**config.mk**
```make
export PLATFORM = sky130hd
export DESIGN_NAME = bused_mii_router
export DESIGN_NICKNAME = d
export VERILOG_FILES = /design/src/rtl/bmux_pkg.sv /design/src/rtl/bmux_ctrl.sv /design/src/rtl/bmux_datapath.sv /design/src/rtl/bused_mii_router.sv
export SDC_FILE = /design/constraint.sdc
export NUM_CORES = 1
export LEC_CHECK = 0
export BUFFER_PORTS_ARGS = -buffer_cell sky130_fd_sc_hd__buf_2
export CAP_MARGIN = 20
export CORE_MARGIN = 2
export CORE_UTILIZATION = 45
export CTS_BUF_LIST = sky130_fd_sc_hd__clkbuf_8
export CTS_CLUSTER_DIAMETER = 40
export DETAILED_ROUTE_END_ITERATION = 10
export PLACE_DENSITY = 0.86
export SETUP_SLACK_MARGIN = 0.5
export SLEW_MARGIN = 0
export SYNTH_ARGS = -nofsm -noshare
export SYNTH_HDL_FRONTEND = slang
export SYNTH_SLANG_ARGS = --single-unit
```
**constraint.sdc**
```tcl
create_clock -name clk -period 0.8 [get_ports clk]
set_input_delay 0.08 -clock clk [delete_from_list [all_inputs] [get_ports clk]]
set_output_delay 0.08 -clock clk [all_outputs]
set_load 0.01 [all_outputs]
```
**src/rtl/bmux_pkg.sv**
```systemverilog
package bmux_pkg;

  typedef enum logic {
    SUB_SEPARATE = 1'b0,
    SUB_SMART    = 1'b1
  } subMode_e;

  // Per-port strobes handed from the control to the datapath.
  typedef struct packed {
    logic rxGrantFast;
    logic rxGrantSlow;
    logic txGateFast;
    logic txGateSlow;
  } portStrobe_t;

endpackage

```
**src/rtl/bmux_ctrl.sv**
```systemverilog
module bmux_ctrl
  import bmux_pkg::*;
#(
  parameter int NumPorts = 4
) (
  input  logic                       clk,
  input  logic                       rstN,
  input  logic                       smartMode,
  input  logic [NumPorts-1:0]        portFast,
  input  logic [NumPorts-1:0]        rxEnFast,
  input  logic [NumPorts-1:0]        rxEnSlow,
  input  logic [NumPorts-1:0]        txEnFast,
  input  logic [NumPorts-1:0]        txEnSlow,
  input  logic [NumPorts-1:0]        rxEnShared,
  input  logic                       txEnShared,
  output portStrobe_t [NumPorts-1:0] strobes
);

  subMode_e mode;
  logic [NumPorts-1:0] reqFast, reqSlow, grantFast, grantSlow;
  logic [NumPorts-1:0] gateFast, gateSlow;
  logic [NumPorts:0]   takenFast, takenSlow;

  assign mode = subMode_e'(smartMode);

  always_comb begin
    for (int i = 0; i < NumPorts; i++) begin
      if (mode == SUB_SMART) begin
        reqFast[i]  = portFast[i]  & rxEnShared[i];
        reqSlow[i]  = ~portFast[i] & rxEnShared[i];
        gateFast[i] = portFast[i]  & txEnShared;
        gateSlow[i] = ~portFast[i] & txEnShared;
      end else begin
        reqFast[i]  = portFast[i]  & rxEnFast[i];
        reqSlow[i]  = ~portFast[i] & rxEnSlow[i];
        gateFast[i] = portFast[i]  & txEnFast[i];
        gateSlow[i] = ~portFast[i] & txEnSlow[i];
      end
    end
  end

  // Lowest-index priority chain, one per bus.
  assign takenFast[0] = 1'b0;
  assign takenSlow[0] = 1'b0;
  for (genvar g = 0; g < NumPorts; g++) begin : gPrio
    assign takenFast[g+1] = takenFast[g] | reqFast[g];
    assign takenSlow[g+1] = takenSlow[g] | reqSlow[g];
    assign grantFast[g]   = reqFast[g] & ~takenFast[g];
    assign grantSlow[g]   = reqSlow[g] & ~takenSlow[g];
    assign strobes[g] = '{rxGrantFast: grantFast[g], rxGrantSlow: grantSlow[g],
                          txGateFast: gateFast[g], txGateSlow: gateSlow[g]};
  end

  assert_fast_single_R6: assert property (@(posedge clk) disable iff (!rstN)
    $onehot0(grantFast));
  assert_slow_single_R6: assert property (@(posedge clk) disable iff (!rstN)
    $onehot0(grantSlow));
  assert_fast_wins_R6: assert property (@(posedge clk) disable iff (!rstN)
    (reqFast[0] |-> grantFast[0]));

endmodule

```
**src/rtl/bmux_datapath.sv**
```systemverilog
module bmux_datapath
  import bmux_pkg::*;
#(
  parameter int NumPorts = 4,
  parameter int NibbleW  = 4
) (
  input  logic                              clk,
  input  logic                              rstN,
  input  logic                              smartMode,
  input  logic [NumPorts-1:0]               portFast,
  input  portStrobe_t [NumPorts-1:0]        strobes,
  input  logic [NumPorts-1:0][NibbleW-1:0]  phyRxData,
  input  logic [NumPorts-1:0]               phyRxDv,
  input  logic [NumPorts-1:0]               phyRxEr,
  input  logic [NumPorts-1:0]               phyRxSer,
  input  logic [NumPorts-1:0]               phyCrs,
  input  logic [NumPorts-1:0]               phyCol,
  input  logic [NibbleW-1:0]                busATxData,
  input  logic                              busATxEr,
  input  logic                              busBTxSer,
  output logic [NumPorts-1:0][NibbleW-1:0]  phyTxData,
  output logic [NumPorts-1:0]               phyTxEn,
  output logic [NumPorts-1:0]               phyTxEr,
  output logic [NumPorts-1:0]               phyTxSer,
  output logic [NibbleW-1:0]                busARxData,
  output logic                              busARxDv,
  output logic                              busARxEr,
  output logic                              busBRxSer,
  output logic [NumPorts-1:0]               crsFast,
  output logic [NumPorts-1:0]               crsSlow,
  output logic [NumPorts-1:0]               colFast,
  output logic [NumPorts-1:0]               colSlow,
  output logic [NumPorts-1:0]               crsShared,
  output logic                              colShared
);

  logic [NibbleW-1:0]               nxtAData;
  logic                             nxtADv, nxtAEr, nxtBSer;
  logic [NumPorts-1:0][NibbleW-1:0] nxtTxData;
  logic [NumPorts-1:0]              nxtTxEn, nxtTxEr, nxtTxSer;
  logic [NumPorts-1:0]              nxtCrsF, nxtCrsS, nxtColF, nxtColS, nxtCrsSh;
  logic                             nxtColSh;
  logic [NumPorts-1:0]              anyGrantFast, anyGrantSlow;

  always_comb begin
    nxtAData = '0;
    nxtADv   = 1'b0;
    nxtAEr   = 1'b0;
    nxtBSer  = 1'b0;
    for (int i = 0; i < NumPorts; i++) begin
      anyGrantFast[i] = strobes[i].rxGrantFast;
      anyGrantSlow[i] = strobes[i].rxGrantSlow;
      if (strobes[i].rxGrantFast) begin
        nxtAData = nxtAData | phyRxData[i];
        nxtADv   = nxtADv | phyRxDv[i];
        nxtAEr   = nxtAEr | phyRxEr[i];
      end
      if (strobes[i].rxGrantSlow) nxtBSer = nxtBSer | phyRxSer[i];
      nxtTxData[i] = strobes[i].txGateFast ? busATxData : '0;
      nxtTxEr[i]   = strobes[i].txGateFast & busATxEr;
      nxtTxSer[i]  = strobes[i].txGateSlow & busBTxSer;
      nxtTxEn[i]   = strobes[i].txGateFast | strobes[i].txGateSlow;
      nxtCrsF[i]   = ~smartMode & portFast[i]  & phyCrs[i];
      nxtCrsS[i]   = ~smartMode & ~portFast[i] & phyCrs[i];
      nxtColF[i]   = ~smartMode & portFast[i]  & phyCol[i];
      nxtColS[i]   = ~smartMode & ~portFast[i] & phyCol[i];
      nxtCrsSh[i]  = smartMode & phyCrs[i];
    end
    nxtColSh = smartMode & (|phyCol);
  end

  always_ff @(posedge clk or negedge rstN) begin
    if (!rstN) begin
      busARxData <= '0;
      busARxDv   <= 1'b0;
      busARxEr   <= 1'b0;
      busBRxSer  <= 1'b0;
      phyTxData  <= '0;
      phyTxEn    <= '0;
      phyTxEr    <= '0;
      phyTxSer   <= '0;
      crsFast    <= '0;
      crsSlow    <= '0;
      colFast    <= '0;
      colSlow    <= '0;
      crsShared  <= '0;
      colShared  <= 1'b0;
    end else begin
      busARxData <= nxtAData;
      busARxDv   <= nxtADv;
      busARxEr   <= nxtAEr;
      busBRxSer  <= nxtBSer;
      phyTxData  <= nxtTxData;
      phyTxEn    <= nxtTxEn;
      phyTxEr    <= nxtTxEr;
      phyTxSer   <= nxtTxSer;
      crsFast    <= nxtCrsF;
      crsSlow    <= nxtCrsS;
      colFast    <= nxtColF;
      colSlow    <= nxtColS;
      crsShared  <= nxtCrsSh;
      colShared  <= nxtColSh;
    end
  end

  assert_idle_busA_R5: assert property (@(posedge clk) disable iff (!rstN)
    (anyGrantFast == '0) |=> (busARxData == '0 && !busARxDv && !busARxEr));
  assert_idle_busB_R5: assert property (@(posedge clk) disable iff (!rstN)
    (anyGrantSlow == '0) |=> !busBRxSer);
  assert_smart_quiet_R10: assert property (@(posedge clk) disable iff (!rstN)
    smartMode |=> (crsFast == '0 && crsSlow == '0 && colFast == '0 && colSlow == '0));
  assert_sep_quiet_R11: assert property (@(posedge clk) disable iff (!rstN)
    !smartMode |=> (crsShared == '0 && !colShared));

  for (genvar g = 0; g < NumPorts; g++) begin : gPortChk
    assert_tx_isolate_R7: assert property (@(posedge clk) disable iff (!rstN)
      !strobes[g].txGateFast |=> (phyTxData[g] == '0 && !phyTxEr[g]));
    assert_ser_isolate_R8: assert property (@(posedge clk) disable iff (!rstN)
      !strobes[g].txGateSlow |=> !phyTxSer[g]);
    assert_speed_split_R9: assert property (@(posedge clk) disable iff (!rstN)
      !(crsFast[g] && crsSlow[g]));
  end

endmodule

```
**src/rtl/bused_mii_router.sv**
```systemverilog
module bused_mii_router
  import bmux_pkg::*;
#(
  parameter int NumPorts = 4,
  parameter int NibbleW  = 4
) (
  input  logic                             clk,
  input  logic                             rstN,
  input  logic                             smartMode,
  input  logic [NumPorts-1:0]              portFast,
  input  logic [NumPorts-1:0][NibbleW-1:0] phyRxData,
  input  logic [NumPorts-1:0]              phyRxDv,
  input  logic [NumPorts-1:0]              phyRxEr,
  input  logic [NumPorts-1:0]              phyRxSer,
  input  logic [NumPorts-1:0]              phyCrs,
  input  logic [NumPorts-1:0]              phyCol,
  output logic [NumPorts-1:0][NibbleW-1:0] phyTxData,
  output logic [NumPorts-1:0]              phyTxEn,
  output logic [NumPorts-1:0]              phyTxEr,
  output logic [NumPorts-1:0]              phyTxSer,
  output logic [NibbleW-1:0]               busARxData,
  output logic                             busARxDv,
  output logic                             busARxEr,
  input  logic [NibbleW-1:0]               busATxData,
  input  logic                             busATxEr,
  output logic                             busBRxSer,
  input  logic                             busBTxSer,
  input  logic [NumPorts-1:0]              rxEnFast,
  input  logic [NumPorts-1:0]              rxEnSlow,
  input  logic [NumPorts-1:0]              txEnFast,
  input  logic [NumPorts-1:0]              txEnSlow,
  output logic [NumPorts-1:0]              crsFast,
  output logic [NumPorts-1:0]              crsSlow,
  output logic [NumPorts-1:0]              colFast,
  output logic [NumPorts-1:0]              colSlow,
  input  logic [NumPorts-1:0]              rxEnShared,
  input  logic                             txEnShared,
  output logic [NumPorts-1:0]              crsShared,
  output logic                             colShared
);

  portStrobe_t [NumPorts-1:0] strobes;

  bmux_ctrl #(.NumPorts(NumPorts)) uCtrl (
    .clk(clk), .rstN(rstN), .smartMode(smartMode), .portFast(portFast),
    .rxEnFast(rxEnFast), .rxEnSlow(rxEnSlow), .txEnFast(txEnFast),
    .txEnSlow(txEnSlow), .rxEnShared(rxEnShared), .txEnShared(txEnShared),
    .strobes(strobes)
  );

  bmux_datapath #(.NumPorts(NumPorts), .NibbleW(NibbleW)) uData (
    .clk(clk), .rstN(rstN), .smartMode(smartMode), .portFast(portFast),
    .strobes(strobes), .phyRxData(phyRxData), .phyRxDv(phyRxDv),
    .phyRxEr(phyRxEr), .phyRxSer(phyRxSer), .phyCrs(phyCrs), .phyCol(phyCol),
    .busATxData(busATxData), .busATxEr(busATxEr), .busBTxSer(busBTxSer),
    .phyTxData(phyTxData), .phyTxEn(phyTxEn), .phyTxEr(phyTxEr),
    .phyTxSer(phyTxSer), .busARxData(busARxData), .busARxDv(busARxDv),
    .busARxEr(busARxEr), .busBRxSer(busBRxSer), .crsFast(crsFast),
    .crsSlow(crsSlow), .colFast(colFast), .colSlow(colSlow),
    .crsShared(crsShared), .colShared(colShared)
  );

endmodule

```
==> flow_summary.yaml, run 1 <==
timing:
  tightest_slew_ps: 291
  max_slew_margin_pct: 80.2
  tns_ps: -5630
  fmax_ghz: 1.08
  hold_viol_final: 63
  rsz0062_at_grt: "yes"
  min_period_ps: 929
  setup_viol: 57
  drv_slew: 0
  period_share_pct: 116
  timing.hold.ws_ps: -256
  setup_slack_ps: -129
clock_tree:
  path_clk_slew_ps: 100
  cts-htree-levels: 2
  cts_tree: "yes"
  clkSinkCount: 56
  max-clock-path-buffers: 2
  cts_buffers: 5
  clock-root-buffer: "clkbuf_8"
critical_path:
  crit_fanout: 1
  end_kind: "output pin"
  cp-start-kind: "flip-flop"
  cp-startpoint: "uData.colFast[0]$_DFF_PN0_"
  critPathKind: "reg -> out"
  timing.critical_path.buf_inv: 1
  path_cells: "buf_2"
  cp_num_cells: 1
  max_stage_delay_ps: 390
  endpoint: "colFast[0]"
  cp_data_arrival_time_ps: 850
  cp.required_ps: 720
  worst_path_max_delay_cell: "dfrtp_1"
  path_delay_family: "flip-flops"
place:
  dpl_cell_area_um2: 3210
  port_buffers: 125
  hpwl_mm: 4.25
  gp_congestion: 0.809
synthesis:
  syn_area_per_cell_um2: 11.6
  synth_top_cell_area_share_pct: 60.5
  synth_edf_count: 0
  yosysMostFrequentCell: "dfrtp_1"
  synth_seq_area_share_pct: 60.5
  synth-async-reset-ratio_pct: 100
  synth_nets: 270
  synth-main-ff-cell: "dfrtp_1"
  synthCells: 200
  yosys_warnings: 0
  syn_area_um2: 2310
  ys_ff_latch: 56
  yosys-top-cells-count: "dfrtp_1 (56), and2_1 (25), nor2_1 (17), nand2_1 (16), nor3b_1 (10)"
  synth_cell_type_count: 29
  synth_top_area_cell: "dfrtp_1"
  synth_area_leaders: "dfrtp_1 (61%), and2_1 (6.8%), and3b_1 (3.4%)"
routing:
  drc: 0
  avgRoutedWirePerCell_um: 16.2
  drtIter0Drc: 69
  wirelength_mm: 6.89
  vias: 2077
  first_pass_iters: 4
  ant_nets: 0
  vias_per_cell: 4.89
global_routing:
  grt_max_degree: 57
  antenna_found_initial: 1
  grt_pass1_vias: 2031
  grt_overflow: 0
  grtUsageTotal_pct: 25.4
  grt_pass1_wl_mm: 10.4
outcome:
  outcome: "finished, violations left"
  violations: "hold timing, setup timing"
die:
  die_w_um: 75.7
  rows: 26
  die_h_um: 75.7
  start_util_pct: 45.9
  dieArea_um2: 5730
  io-pin-count: 126
  core_um2: 5040
pwr:
  p_per_area_nw_per_um2: 1620
  p_leak_uw: 0.00208
  irDropWorstVdd_uv: 975
final_layout:
  design_area_um2: 3950
  drive_gt1_share_pct: 63.0
  fin_nets: 423
  area_growth_pct: 70.4
worst_hold_path:
  hold_class: "in -> async"
flow_run:
  drv_cap: 0
==> per-stage QoR <==
step	power (µW)	setup slack, ps	utilization [%]	cells
detailed placement	4110	-461	63.6	401
global route	6610	-157	78.2	425
floorplan	3590	-324	-	200
finish	6370	-129	78.2	425
CTS	6260	-126	75.8	424
global placement	4090	-475	63.6	401
==> per-layer routing <==
metal | global-route usage, % | vias to the layer above | wire (µm)
met5 | 0 | - | 0
met4 | 12.7 | 0 | 226
met3 | 3.97 | 16 | 357
met2 | 44.3 | 96 | 3510
met1 | 30.4 | 978 | 2790
li1 | - | 987 | -
==> layout by cell type, fill, tap and decap left out, types with 2 or more instances in the layout <==
cell type | synthesis | final
buf_16 | 0 | 6
a311oi_2 | 0 | 6
nor2b_1 | 4 | 3
buf_8 | 0 | 3
o31ai_1 | 6 | 6
o21ai_1 | 0 | 3
nor3b_4 | 0 | 2
and2_4 | 1 | 12
clkbuf_8 | 0 | 5
mux2i_4 | 1 | 3
nand2_1 | 16 | 14
a211oi_2 | 0 | 3
a21boi_4 | 0 | 3
dfrtp_1 | 56 | 56
and2_1 | 25 | 14
o21ai_2 | 0 | 2
inv_1 | 6 | 6
buf_12 | 0 | 3
buf_2 | 1 | 113
buf_6 | 2 | 18
and3b_1 | 9 | 9
clkinv_4 | 0 | 2
mux2_4 | 1 | 2
nor3b_2 | 0 | 8
nor2_1 | 17 | 16
buf_4 | 1 | 14
o32ai_2 | 0 | 2
nand2b_4 | 0 | 6
==> how the worst min path moves through the flow <==
stage,end,slack [ps],cells past startpoint
floorplan,uData.busARxData[0]$_DFF_PN0_,-220,0
global placement,uData.crsFast[0]$_DFF_PN0_,90,2
detailed placement,uData.crsShared[0]$_DFF_PN0_,100,2
CTS,uData.crsShared[1]$_DFF_PN0_,-250,2
global route,uData.crsShared[1]$_DFF_PN0_,-240,2
finish,uData.crsFast[0]$_DFF_PN0_,-260,2
==> flip-flops by register name, indices dropped and copies added, names as in the netlist <==
signal / cells
uData.colSlow: 4
uData.busBRxSer: 1
uData.busARxEr: 1
uData.phyTxSer: 4
uData.colFast: 4
uData.busARxData: 4
uData.busARxDv: 1
uData.crsFast: 4
uData.phyTxData: 16
uData.crsShared: 4
uData.phyTxEn: 4
uData.crsSlow: 4
uData.phyTxEr: 4
uData.colShared: 1
==> cell type report <==
class / instances / area (µm²)
Sequential cell: 56 / 1400
Multi-Input combinational cell: 127 / 1170
Timing Repair Buffer: 157 / 1140
Fill cell: 299 / 1100
Tap cell: 70 / 87.6
Clock buffer: 5 / 68.8
Clock inverter: 3 / 47.5
Inverter: 6 / 22.5
Antenna cell: 1 / 2.50
==> cells by family (layout without fill, tap and decap cells) <==
family	Yosys count	in the layout	synth area share, %
mux	6	6	3.41
other cells	0	1	0
compound gates	31	31	10.1
flops	56	56	60.5
simple gates	90	90	22.4
buf+inv	17	171	3.62
==> report_power, final <==
part           switching (µW)  internal, µW  total, µW
Combinational             682           762       1440
Clock                     959           944       1900
Sequential               45.0          2980       3030
==> repair_timing <==
item / in CTS / in global routing
pin swaps: 40 / 15
gates cloned: 6 / 0
gates resized for setup: 72 / 24
setup buffers: 9 / 0
hold endpoints to repair: 63 / 62
setup endpoints to repair: 112 / 112
(Power assumes the default switching activity.)
==> run 2, diff against run 1 <==
--- a/config.mk
+++ b/config.mk
@@ -5,14 +5,13 @@
 export SDC_FILE = /design/constraint.sdc
 export NUM_CORES = 1
 export LEC_CHECK = 0
-export BUFFER_PORTS_ARGS = -buffer_cell sky130_fd_sc_hd__buf_2
+export BUFFER_PORTS_ARGS = -buffer_cell sky130_fd_sc_hd__buf_4
 export CAP_MARGIN = 20
 export CORE_MARGIN = 2
-export CORE_UTILIZATION = 45
-export CTS_BUF_LIST = sky130_fd_sc_hd__clkbuf_8
+export CORE_UTILIZATION = 44
 export CTS_CLUSTER_DIAMETER = 40
 export DETAILED_ROUTE_END_ITERATION = 10
-export PLACE_DENSITY = 0.86
+export PLACE_DENSITY = 0.84
 export SETUP_SLACK_MARGIN = 0.5
 export SLEW_MARGIN = 0
 export SYNTH_ARGS = -nofsm -noshare
==> run 2 against run 1 <==
Net effect:
- the flow still finishes with violations (hold timing, setup timing)
- critical path depth did not move
- combinational power is 24% higher
- clock power fell by 18%
- sequential power is 1% higher
- critical path type unchanged
- largest cell class is now buffers
==> flow_summary.yaml, run 2 (synthesized netlist as in run 1, its figures left out) <==
outcome:
  outcome: "finished, violations left"
  violations: "hold timing, setup timing"
critical_path:
  cp_data_arrival_time_ps: 870
  path_cells: "buf_6"
  critPathKind: "reg -> out"
  cp.required_ps: 720
  crit_fanout: 1
  path_delay_family: "flip-flops"
  max_stage_delay_ps: 420
  worst_path_max_delay_cell: "dfrtp_1"
  cp-start-kind: "flip-flop"
  end_kind: "output pin"
  timing.critical_path.buf_inv: 1
  cp-startpoint: "uData.colSlow[2]$_DFF_PN0_"
die:
  dieArea_um2: 5860
  die_h_um: 76.5
  start_util_pct: 45.3
  core_um2: 5110
  rows: 26
  io-pin-count: 126
  die_w_um: 76.5
pwr:
  sw_frac_of_total_pct: 27.7
  seq_power_share_pct: 47.9
  irDropWorstVdd_uv: 871
  clkPwrFrac_pct: 24.2
  p_per_area_nw_per_um2: 1450
  combinationalPowerShare_pct: 27.8
  internal-power_uw: 4640
  switchingPower_uw: 1770
  p_leak_uw: 0.00219
timing:
  setup_viol: 61
  max_slew_margin_pct: 80.2
  timing.hold.ws_ps: -264
  drv_slew: 0
  setup_slack_ps: -147
  fmax_ghz: 1.06
  rsz0062_at_grt: "yes"
  tightest_slew_ps: 297
  min_period_ps: 947
  hold_viol_final: 59
  period_share_pct: 118
place:
  hpwl_mm: 4.84
  gp_congestion: 0.805
  dp_cells: 404
  port_buffers: 125
routing:
  first_pass_iters: 4
  ant_nets: 0
  drtIter0Drc: 153
  vias: 2225
  wirelength_mm: 8.86
  avgRoutedWirePerCell_um: 20.8
  vias_per_cell: 5.22
  drc: 0
worst_hold_path:
  hold_class: "in -> async"
final_layout:
  final_core_util_pct: 86.7
  fin_nets: 425
  drive_gt1_share_pct: 65.7
  final_common_cell: "buf_4"
  diodes: 0
  final_cell_mix: "buf_4 (79), buf_6 (68), dfrtp_1 (56)"
  final_cells: 426
  top_register: "uData.phyTxData"
  area_growth_pct: 91.4
  largest_reg_flops: 16
clock_tree:
  cts_tree: "yes"
  path_clk_slew_ps: 100
  clock-root-buffer: "clkbuf_8"
  cts_buffers: 5
  clkSinkCount: 56
  max-clock-path-buffers: 2
  cts-htree-levels: 2
global_routing:
  grt_pass1_wl_mm: 12.7
  antenna_found_initial: 0
  grt_max_degree: 57
  grt_pass1_vias: 2346
  grtUsageTotal_pct: 28.0
  grt_overflow: 0
flow_run:
  drv_cap: 0
## run 2: changes by cell type in the layout (fill, tap and decap cells not counted), sizes merged
cell / before / now
clkinvlp: 0 / 1
clkbuf: 5 / 7
clkinv: 2 / 1
bufinv: 1 / 0
buf: 157 / 158
diode: 1 / 0
## run 2: power by group through the flow
stage               combinational [µW]  clock [µW]  sequential (µW)
floorplan                          419           0             3170
finish                            1790        1560             3070
CTS                               1590        1530             3070
global route                      1870        1670             3080
detailed placement                1240           0             3090
global placement                  1210           0             3080
## run 2: per-layer routing
metal	global-route usage (%)	routed length (µm)	up-vias
met5	0	0	-
met4	10.2	259	0
met3	4.15	411	19
met2	52.2	4890	116
met1	32.4	3300	1100
li1	-	-	990
## run 2: area by class of cell
type	count	area, µm²
fill	231	677
timing repair buffer	159	1620
clock inverter	2	16.3
sequential	56	1400
inverter	6	22.5
tap	70	87.6
multi-input combinational	127	1210
clock buffer	6	72.6
## run 2: what timing repair did
item,CTS,global route
hold endpoints to repair,66,60
resized for setup,123,32
cloned,4,1
pin swaps,37,20
setup buffers,5,4
endpoints found under the setup margin,112,112
## run 2: final timing paths
path	slack, ps	end	depth (start not counted)
min	-260	uData.crsFast[2]$_DFF_PN0_	2
min in group clk	-30	uData.busARxData[0]$_DFF_PN0_	3
max in group asynchronous	810	uData.phyTxData[4]$_DFF_PN0_	2
max	-150	colSlow[2]	1
## run 2: through the flow
stage | instance area, µm² | TNS, ps | power [µW] | setup WS (ps)
final | 4430 | -5980 | 6410 | -147
after global placement | 3540 | -10820 | 4300 | -361
after global routing | 4430 | -7520 | 6620 | -161
after CTS | 4250 | -5700 | 6180 | -127
after floorplan | 2440 | -3170 | 3590 | -324
after detailed placement | 3540 | -11610 | 4330 | -431
